<file path="config.mk">
export PLATFORM = sky130hd
export DESIGN_NAME = dbs_seq
export DESIGN_NICKNAME = d
export VERILOG_FILES = /design/src/rtl/dbs_pkg.sv /design/src/rtl/dbs_step.sv /design/src/rtl/dbs_lanes.sv /design/src/rtl/dbs_seq.sv
export SDC_FILE = /design/constraint.sdc
export NUM_CORES = 1
export LEC_CHECK = 0
export CORE_ASPECT_RATIO = 1.5
export CORE_MARGIN = 10
export CORE_UTILIZATION = 40
export DETAILED_ROUTE_END_ITERATION = 8
export PLACE_DENSITY = 0.77
export SETUP_SLACK_MARGIN = 0.2
export SYNTH_ARGS = -nofsm -noshare
export SYNTH_HDL_FRONTEND = slang
export SYNTH_SLANG_ARGS = --single-unit
</file>
<file path="constraint.sdc">
create_clock -name clk -period 8.8 [get_ports clk]
set_input_delay 1.76 -clock clk [delete_from_list [all_inputs] [get_ports clk]]
set_output_delay 1.76 -clock clk [all_outputs]
set_load 0.05 [all_outputs]
</file>
<file path="src/rtl/dbs_pkg.sv">
package dbs_pkg;
    localparam int OP_BYTES = 4;
    localparam int BYTE_W   = 8;
    localparam int OP_W     = OP_BYTES * BYTE_W;
    localparam int LANE_W   = 2 * BYTE_W;

    localparam logic [1:0] SZ_LONG   = 2'b00;
    localparam logic [1:0] SZ_BYTE   = 2'b01;
    localparam logic [1:0] SZ_WORD   = 2'b10;
    localparam logic [1:0] SZ_TRIPLE = 2'b11;

    localparam logic [1:0] ACK_NARROW = 2'b10;
    localparam logic [1:0] ACK_WIDE   = 2'b01;

    function automatic logic [2:0] size_to_count(input logic [1:0] s);
        return (s == SZ_LONG) ? 3'd4 : {1'b0, s};
    endfunction

    function automatic logic [1:0] count_to_size(input logic [2:0] n);
        return n[1:0];
    endfunction
endpackage

</file>
<file path="src/rtl/dbs_step.sv">
module dbs_step
    import dbs_pkg::*;
(
    input  logic [1:0] ack_n,
    input  logic [2:0] remain,
    input  logic       addr_odd,
    output logic       ack_ok,
    output logic       wide_port,
    output logic [2:0] moved
);
    always_comb begin
        wide_port = (ack_n == ACK_WIDE);
        ack_ok    = wide_port || (ack_n == ACK_NARROW);
        if (!wide_port || addr_odd || remain < 3'd2) moved = 3'd1;
        else                                         moved = 3'd2;
    end
endmodule

</file>
<file path="src/rtl/dbs_lanes.sv">
module dbs_lanes
    import dbs_pkg::*;
(
    input  logic [2:0]        remain,
    input  logic              addr_odd,
    input  logic              wide_port,
    input  logic [OP_W-1:0]   wbuf,
    input  logic [LANE_W-1:0] din,
    output logic [LANE_W-1:0] dout,
    output logic [BYTE_W-1:0] first_byte,
    output logic [BYTE_W-1:0] second_byte
);
    logic [BYTE_W-1:0] head_b, next_b;

    always_comb begin
        head_b = wbuf[OP_W-1 -: BYTE_W];
        next_b = wbuf[OP_W-BYTE_W-1 -: BYTE_W];
        if (remain == 3'd1 || addr_odd) dout = {head_b, head_b};
        else                            dout = {head_b, next_b};
        first_byte  = (wide_port && addr_odd) ? din[BYTE_W-1:0] : din[LANE_W-1 -: BYTE_W];
        second_byte = din[BYTE_W-1:0];
    end
endmodule

</file>
<file path="src/rtl/dbs_seq.sv">
module dbs_seq
    import dbs_pkg::*;
#(
    parameter int ADDR_W = 24
) (
    input  logic              clk,
    input  logic              rst_n,
    input  logic              req_valid,
    input  logic              req_write,
    input  logic [1:0]        req_size,
    input  logic [ADDR_W-1:0] req_addr,
    input  logic [OP_W-1:0]   req_wdata,
    output logic              req_ready,
    output logic              req_reject,
    output logic              bus_cyc,
    output logic              bus_write,
    output logic [1:0]        bus_size,
    output logic [ADDR_W-1:0] bus_addr,
    output logic [LANE_W-1:0] bus_dout,
    input  logic [1:0]        bus_ack_n,
    input  logic [LANE_W-1:0] bus_din,
    output logic              xfer_done,
    output logic [OP_W-1:0]   xfer_rdata
);
    typedef struct packed {
        logic              busy;
        logic              write;
        logic              done;
        logic              reject;
        logic [2:0]        remain;
        logic [ADDR_W-1:0] addr;
        logic [OP_W-1:0]   wbuf;
        logic [OP_W-1:0]   rbuf;
    } seq_st_t;

    seq_st_t st_d, st_q;

    logic              ack_ok, wide_port;
    logic [2:0]        moved;
    logic [BYTE_W-1:0] first_byte, second_byte;
    logic              legal;

    dbs_step u_step (
        .ack_n     (bus_ack_n),
        .remain    (st_q.remain),
        .addr_odd  (st_q.addr[0]),
        .ack_ok    (ack_ok),
        .wide_port (wide_port),
        .moved     (moved)
    );

    dbs_lanes u_lanes (
        .remain      (st_q.remain),
        .addr_odd    (st_q.addr[0]),
        .wide_port   (wide_port),
        .wbuf        (st_q.wbuf),
        .din         (bus_din),
        .dout        (bus_dout),
        .first_byte  (first_byte),
        .second_byte (second_byte)
    );

    always_comb begin
        legal = (req_size == SZ_BYTE)
             || ((req_size == SZ_TRIPLE) && req_addr[0])
             || (((req_size == SZ_WORD) || (req_size == SZ_LONG)) && !req_addr[0]);
        st_d        = st_q;
        st_d.done   = 1'b0;
        st_d.reject = 1'b0;
        if (!st_q.busy) begin
            if (req_valid) begin
                if (legal) begin
                    st_d.busy   = 1'b1;
                    st_d.write  = req_write;
                    st_d.remain = size_to_count(req_size);
                    st_d.addr   = req_addr;
                    st_d.rbuf   = '0;
                    case (req_size)
                        SZ_LONG:   st_d.wbuf = req_wdata;
                        SZ_TRIPLE: st_d.wbuf = req_wdata << BYTE_W;
                        SZ_WORD:   st_d.wbuf = req_wdata << (2 * BYTE_W);
                        default:   st_d.wbuf = req_wdata << (3 * BYTE_W);
                    endcase
                end else begin
                    st_d.reject = 1'b1;
                end
            end
        end else if (ack_ok) begin
            if (moved == 3'd2) begin
                st_d.wbuf = st_q.wbuf << (2 * BYTE_W);
                st_d.rbuf = {st_q.rbuf[OP_W-2*BYTE_W-1:0], first_byte, second_byte};
            end else begin
                st_d.wbuf = st_q.wbuf << BYTE_W;
                st_d.rbuf = {st_q.rbuf[OP_W-BYTE_W-1:0], first_byte};
            end
            st_d.addr   = st_q.addr + ADDR_W'(moved);
            st_d.remain = st_q.remain - moved;
            if (st_q.remain == moved) begin
                st_d.busy = 1'b0;
                st_d.done = 1'b1;
            end
        end
    end

    always_ff @(posedge clk) begin
        if (!rst_n) st_q <= '0;
        else        st_q <= st_d;
    end

    assign req_ready  = !st_q.busy;
    assign req_reject = st_q.reject;
    assign bus_cyc    = st_q.busy;
    assign bus_write  = st_q.write;
    assign bus_size   = count_to_size(st_q.remain);
    assign bus_addr   = st_q.addr;
    assign xfer_done  = st_q.done;
    assign xfer_rdata = st_q.rbuf;

    // outstanding-size cases sit on their required address parity
    p_triple_odd_r1: assert property (@(posedge clk) disable iff (!rst_n)
        (bus_cyc && bus_size == SZ_TRIPLE) |-> bus_addr[0]);
    p_word_even_r1: assert property (@(posedge clk) disable iff (!rst_n)
        (bus_cyc && bus_size == SZ_WORD) |-> !bus_addr[0]);
    // a refused request never opens a bus cycle
    p_reject_idle_r2: assert property (@(posedge clk) disable iff (!rst_n)
        req_reject |-> !bus_cyc);
    // a wait state holds address and size
    p_wait_hold_r3: assert property (@(posedge clk) disable iff (!rst_n)
        (bus_cyc && !ack_ok) |=> ($stable(bus_addr) && $stable(bus_size) && bus_cyc));
    // wide even cycle with two or more bytes left advances by two
    p_wide_step_r4: assert property (@(posedge clk) disable iff (!rst_n)
        (bus_cyc && bus_ack_n == ACK_WIDE && !bus_addr[0] && st_q.remain > 3'd2)
        |=> (bus_addr == $past(bus_addr) + ADDR_W'(2)));
    // narrow cycle advances by one
    p_narrow_step_r5: assert property (@(posedge clk) disable iff (!rst_n)
        (bus_cyc && bus_ack_n == ACK_NARROW && st_q.remain > 3'd1)
        |=> (bus_addr == $past(bus_addr) + ADDR_W'(1)));
    // completion is a single-cycle pulse outside any bus cycle
    p_done_pulse_r8: assert property (@(posedge clk) disable iff (!rst_n)
        xfer_done |=> !xfer_done);
    p_done_idle_r8: assert property (@(posedge clk) disable iff (!rst_n)
        xfer_done |-> !bus_cyc);
endmodule

</file>
---- Word-level counts from Yosys, hierarchy flattened ----
Cells that the tools add are included.
operators by class
  $add $sub $neg .......................... 2
  magnitude comparators ................... 1
  equal/unequal tests ..................... 9
  mux-type cells .......................... 17
  bitwise gates (word level) .............. 3
  reduce and logical (&&, ||, !) cells .... 20
operators by type and width
  kind                                                                          count
  91-bit two-way mux                                                            4
  32-bit one-hot mux with 3 select lines                                        1
  64-bit two-way mux                                                            1
  24-bit by 3-bit adder with 24-bit output                                      1
  8-bit two-way mux                                                             2
  3-bit AND reduction                                                           3
  1-bit logical OR                                                              7
  2-bit equality test, second input constant                                    3
  2-bit two-way mux                                                             3
  1-bit two-way mux                                                             5
  2-bit by 1-bit equality test with 1-bit output, second input constant         2
  2-bit nonzero test                                                            2
  3-bit by 1-bit equality test with 1-bit output, second input constant         1
  3-bit by 2-bit equality test with 1-bit output, second input constant         1
  3-bit equality test                                                           1
  1-bit logical AND                                                             3
  1-bit logical NOT                                                             3
  3-bit by 2-bit less-than comparator with 1-bit output, second input constant  1
  3-bit two-way mux                                                             1
  1-bit inverter                                                                3
  3-bit OR reduction                                                            1
  3-bit subtractor                                                              1
  2-bit logical NOT                                                             1
  2-bit by 1-bit inequality test with 1-bit output, second input constant       1
storage, ports and cells
  flip-flop bits (word level) ............. 95
  input bits .............................. 80
  output and inout port bits .............. 79
  word-level logic and storage cells ...... 60

---- Longest topological paths before layout ----
  depth after elaboration ................. 9
  depth in mapped cells ................... 14
  gate-level depth less buffers ........... 10

---- Modules after synthesis ----
From an unflattened synthesis, not the netlist that was laid out.
unflattened totals
  cell total of the unflattened synthesis .. 825
  area total of the unflattened synthesis .. 6322.3 um2
modules (own cells, without submodules)
  module     instances  cells an instance  area an instance (um2)  seq. area each (um2)
  dbs_seq    1          757                5794.3                  1901.8
  dbs_lanes  1          60                 475.5                   0.0
  dbs_step   1          8                  52.6                    0.0

---- Worst setup path after synthesis ----
Ideal clock, no wire load.
  path kind ............................... input port to flip-flop
  start point ............................. input port bus_ack_n[1]
  end point ............................... register st_q, in the netlist bus_addr[7]
  setup time .............................. 0.132 ns
  arrival ................................. 4.144 ns
  required time ........................... 8.668 ns
  setup slack ............................. 4.524 ns
  stages .................................. 14
  path buffers ............................ 4
  cells stage by stage .................... inv_1 -> ha_1 -> nor2b_1 -> nand2_1 -> buf_2 -> buf_2 -> buf_2 -> ha_1 -> nor2_1 -> o31ai_1 -> clkbuf_1 -> nand2_1 -> a41oi_1 -> o21ai_0
between the ends
  cells in the longest elaborated chain, start to end .. 8
  elaborated cells between the ends (all ways) .. 12
  those cells by class .................... add/sub (1); eq/ne (3); mux (3); reduce/logical (5)
ends and longest elaborated chain
  what                                            RTL line        text
  start, declared                                 dbs_seq.sv:20   input logic [1:0] bus_ack_n,
  2-bit by 1-bit equality test with 1-bit output  dbs_step.sv:12  wide_port = (ack_n == ACK_WIDE);
  1-bit logical NOT                               dbs_step.sv:14  if (!wide_port || addr_odd || remain < 3'd2) moved = 3'd1;
  1-bit logical OR (2 in series)                  dbs_step.sv:14
  2-bit two-way mux                               dbs_step.sv:14
  24-bit by 3-bit adder with 24-bit output        dbs_seq.sv:96   st_d.addr = st_q.addr + ADDR_W'(moved);
  91-bit two-way mux                              dbs_seq.sv:88   end else if (ack_ok) begin
  91-bit two-way mux                              dbs_seq.sv:70   if (!st_q.busy) begin
  end signal, assigned                            dbs_seq.sv:107  else st_q <= st_d;
  end, declared                                   dbs_seq.sv:36   seq_st_t st_d, st_q;
Parallel ways exist; a longest one is shown, timed or not. The select of a mux whose other input is x is not followed.
A chain may end at the register's enable or synchronous reset.

---- Worst setup path in the final report ----
  start point ............................. input port req_size[0]
  end point ............................... register st_q[48] in the netlist's numbering
between the ends
  cells in the longest elaborated chain, start to end .. 6
  elaborated cells between the ends (all ways) .. 15
  those cells by class .................... eq/ne (3); mux (4); reduce/logical (8)
ends and longest elaborated chain
  what                                                        RTL line       text
  start, declared                                             dbs_seq.sv:10  input logic [1:0] req_size,
  branches (longest 6 deep; another with 91-bit two-way mux)  --
Several ways; the timed one is not identified. The select of a mux whose other input is x is not followed.

==> reports/results.tsv <==
stage	metric	value	unit
worst_setup_path	r2r-start	bus_size[1]$_SDFFE_PN0P_	
synthesis	ys_async_sr_fraction	0	
synthesis	syn_nets	813	
clock_tree	cts_hold_repair.buffers	0	
power	seqPwrFrac	0.393	
power	pwr-share-comb	0.294	
placement	routabilityCongestion	0.880	
clock_tree	clk_pin_slew_worst_paths	0.07	ns
power	power.leakage	2.62	nW
status	outcome	completed	
sta	min_period	4.93	ns
detailed_routing	wl_met3	1280	um
synthesis	ys_ff_latch	95	
global_routing	grt_start_max_net_pins	86	
synthesis	synth_edf_count	0	
floorplan	io_pins	159	
detailed_routing	met2_length	9990	um
sta	fmax	203	MHz
worst_setup_path	critPathMaxStageDelay	1.22	ns
detailed_routing	wl_met1	7540	um
detailed_routing	vias_per_cell	5.79	
worst_setup_path	r2r-end	bus_addr[15]$_SDFFE_PN0P_	
sta	hold_violations	0	
synthesis	syn_avg_cell_area	8.22	um2
synthesis	synth_xor_area_frac	0.00147	
sta	worst_slew_pin_slew	1.13	ns
sta	fin_tns_setup	0	ns
worst_setup_path	ff2ff_setup_slack	5.59	ns
clock_tree	h-tree-depth	3	
min_path	hp-class	register to register	
clock_tree	clock-sinks	95	
global_routing	grtUsageTotal	0.185	
detailed_routing	drt_iter0_drc	502	
finish	drive_above_1_share	0.126	
detailed_routing	highest_layer	met4	
sta	period_share	0.560	
min_path	holdPathEnd	xfer_rdata[27]$_SDFFE_PN0P_	
detailed_routing	wire_per_inst	19.8	um
synthesis	synth_top_family_by_area	compound AO/OA/AOI/OAI gates	
worst_setup_path	end_kind	register	
synthesis	synthMuxAreaShare	0.132	
min_path	min_from	xfer_rdata[27]$_SDFFE_PN0P_	
sta	maxSlewViolCount	0	
placement	dp_slack	3.52	ns
floorplan	die_w	120	um
synthesis	ys.warnings.count	0	
synthesis	synth_ff_type	dfxtp_1	
synthesis	synth_cells	727	
sta	rsz0062_at_grt	false	
synthesis	yosys.area_share.adder	0.0138	
floorplan	die_h	170	um
clock_tree	cts_buffers	9	
worst_setup_path	cpMaxStageDelayCell	clkdlybuf4s50_1	
global_routing	grt_overflow	0	
min_path	whs_path_depth	2	
power	powerDensity	168	nW/um2
detailed_routing	drt_wl_total	19400	um
worst_setup_path	cpLargestDelayFamily	buffers and inverters	
placement	hpwl	13600	um
worst_setup_path	cp.arrival	5.22	ns
power	pwr-share-clk	0.313	
global_routing	grt_pass1_vias	5653	
synthesis	synth_simple_gate_area_frac	0.202	
detailed_routing	drcViolationCount	0	
detailed_routing	vias	5695	
worst_setup_path	cp_max_fo	52	
worst_setup_path	rr_worst_depth	10	
clock_tree	root_buffer	clkbuf_16	
worst_setup_path	startpoint_type	input pin	
worst_setup_path	cp.buffers_inverters	2	
global_routing	grt_pass1_wl	30900	um
synthesis	yosysSeqAreaShare	0.318	
clock_tree	ctsResizeCount	0	
job	drv_cap	0	
power	swShare	0.339	
sta	slew_headroom	0.246	
floorplan	fp.coreArea	14600	um2
clock_tree	clockBufferDepth	2	
clock_tree	tritoncts	yes	
worst_setup_path	path_cells	clkdlybuf4s50_1 -> nand2b_1 -> a31o_2 -> buf_4 -> nand2_1 -> a311oi_1 -> a31o_2	
synthesis	synth_cell_types	59	
power	power.switching	0.425	mW
placement	placed_cell_area	7180	um2
power	ir_drop	0.133	mV
synthesis	syn_area	5980	um2
power	internal_power	0.828	mW
sta	final-setup-viol-count	0	
finish	final_core_utilization	0.512	
detailed_routing	dr.pass1.iters	5	
finish	most-common-layout-cells	158 x clkdlybuf4s50_1, 97 x nand2_1, 94 x dfxtp_1	
clock_tree	clock_latency	0.34	ns
worst_setup_path	worst-setup-path-type	input pin to register	
floorplan	rows	54	
placement	io_buffers	158	
finish	area_growth	25.0	%
worst_setup_path	cpMostUsedCell	a31o_2	
global_routing	antenna_found_initial	0	
worst_setup_path	worstPathRequired	9.09	ns
finish	final_common_cell	clkdlybuf4s50_1	
synthesis	synth_compound_area_frac	0.206	
finish	antennaDiodeCount	0	
sta	skew	0.00803	ns
floorplan	start_util	0.410	
power	power.total	1.25	mW
detailed_routing	ant_nets	0	
finish	fin_area	7470	um2
clock_tree	post_cts_buffers	0	
floorplan	die-area	20300	um2
sta	setup_slack	3.87	ns
finish	nets	868	
[flip-flops by register name, summed over array words and instances (netlist names)]
signal,flops
bus_addr,24
bus_cyc,1
bus_size,2
bus_write,1
req_reject,1
st_q,33
xfer_done,1
xfer_rdata,32
[worst max-delay path by stage]
stage                       from                        to  cells past startpoint  slack (ns)
finish               req_size[0]     st_q[48]$_SDFFE_PN0P_                      7        3.87
global route         req_size[0]     st_q[52]$_SDFFE_PN0P_                      7        3.55
CTS                  req_size[0]     st_q[59]$_SDFFE_PN0P_                      7        3.87
detailed placement   req_size[0]     st_q[48]$_SDFFE_PN0P_                      7        3.52
global placement     req_size[0]     st_q[48]$_SDFFE_PN0P_                      7        3.56
floorplan           bus_ack_n[1]  bus_addr[7]$_SDFFE_PN0P_                     14        4.52
[per-stage QoR]
| stage | hold slack, ns | instances |
|---|---|---|
| 5_1_grt | 0.482 | 983 |
| 3_3_place_gp | 0.438 | 967 |
| 3_5_place_dp | 0.445 | 967 |
| 2_1_floorplan | 0.432 | 727 |
| 6_report | 0.452 | 983 |
| 4_1_cts | 0.454 | 983 |
[power by group through the flow]
stage               registers (mW)  clock network (mW)  logic, mW
floorplan                    0.493                   0      0.262
global placement             0.501                   0      0.366
detailed placement           0.501                   0      0.368
CTS                          0.492               0.400      0.369
global route                 0.497               0.418      0.394
finish                       0.493               0.392      0.368
[per-layer routing]
metal  GRT usage  vias up
li1            -     2708
met1       0.207     2751
met2       0.326      198
met3      0.0440       38
met4      0.0821        0
met5           0        -
[worst register-to-register path, stage by stage (launching register included)]
cell and delay [ns]:
dfxtp_1 0.35, or2_2 0.33, nand2_1 0.55, buf_4 0.40, ha_1 0.25, nor2_1 0.05
o31ai_1 0.19, buf_4 0.24, nand4_2 0.17, or4_1 0.44, a31oi_1 0.16
[cell usage after synthesis, types with 3 or more instances]
master	instances	area [um2]
nand2_1	97	364
dfxtp_1	95	1900
buf_4	66	495
nor2_1	62	233
clkbuf_1	46	173
a21oi_1	42	210
nand3_1	41	205
mux2_2	40	450
a311oi_1	25	219
a31o_2	18	158
a22oi_1	17	128
mux2i_1	16	160
and3_1	13	81.3
nor3_1	13	65.1
o21ai_0	10	50.1
o22ai_1	9	56.3
o31a_1	9	78.8
a221oi_1	8	70.1
inv_1	8	30.0
mux4_2	8	180
buf_2	7	35.0
buf_1	6	22.5
nand4_1	6	37.5
ha_1	5	62.6
nor2b_1	4	25.0
o211ai_1	4	30.0
a31oi_1	3	18.8
a32oi_1	3	26.3
nand2b_1	3	18.8
nor4_1	3	18.8
o221ai_1	3	26.3
[cell type report]
cell class | instances | area, um2
fill | 1406 | 7120
sequential | 95 | 1900
clock buffer | 13 | 250
tap | 196 | 245
clock inverter | 3 | 42.5
multi-input combinational | 499 | 3330
timing repair buffer | 169 | 1660
inverter | 8 | 30.0
[logic make-up (layout without fill, tap and decap cells)]
logic type | after synthesis | count (layout)
AOI/OAI and AO/OA | 170 | 170
xor gates and xnor gates | 1 | 1
adders and majority gates | 6 | 6
buffers and inverters | 133 | 193
DFF | 95 | 95
muxes | 64 | 64
and+or+nand+nor | 258 | 258
No activity file was read; power rests on OpenSTA's default activity.
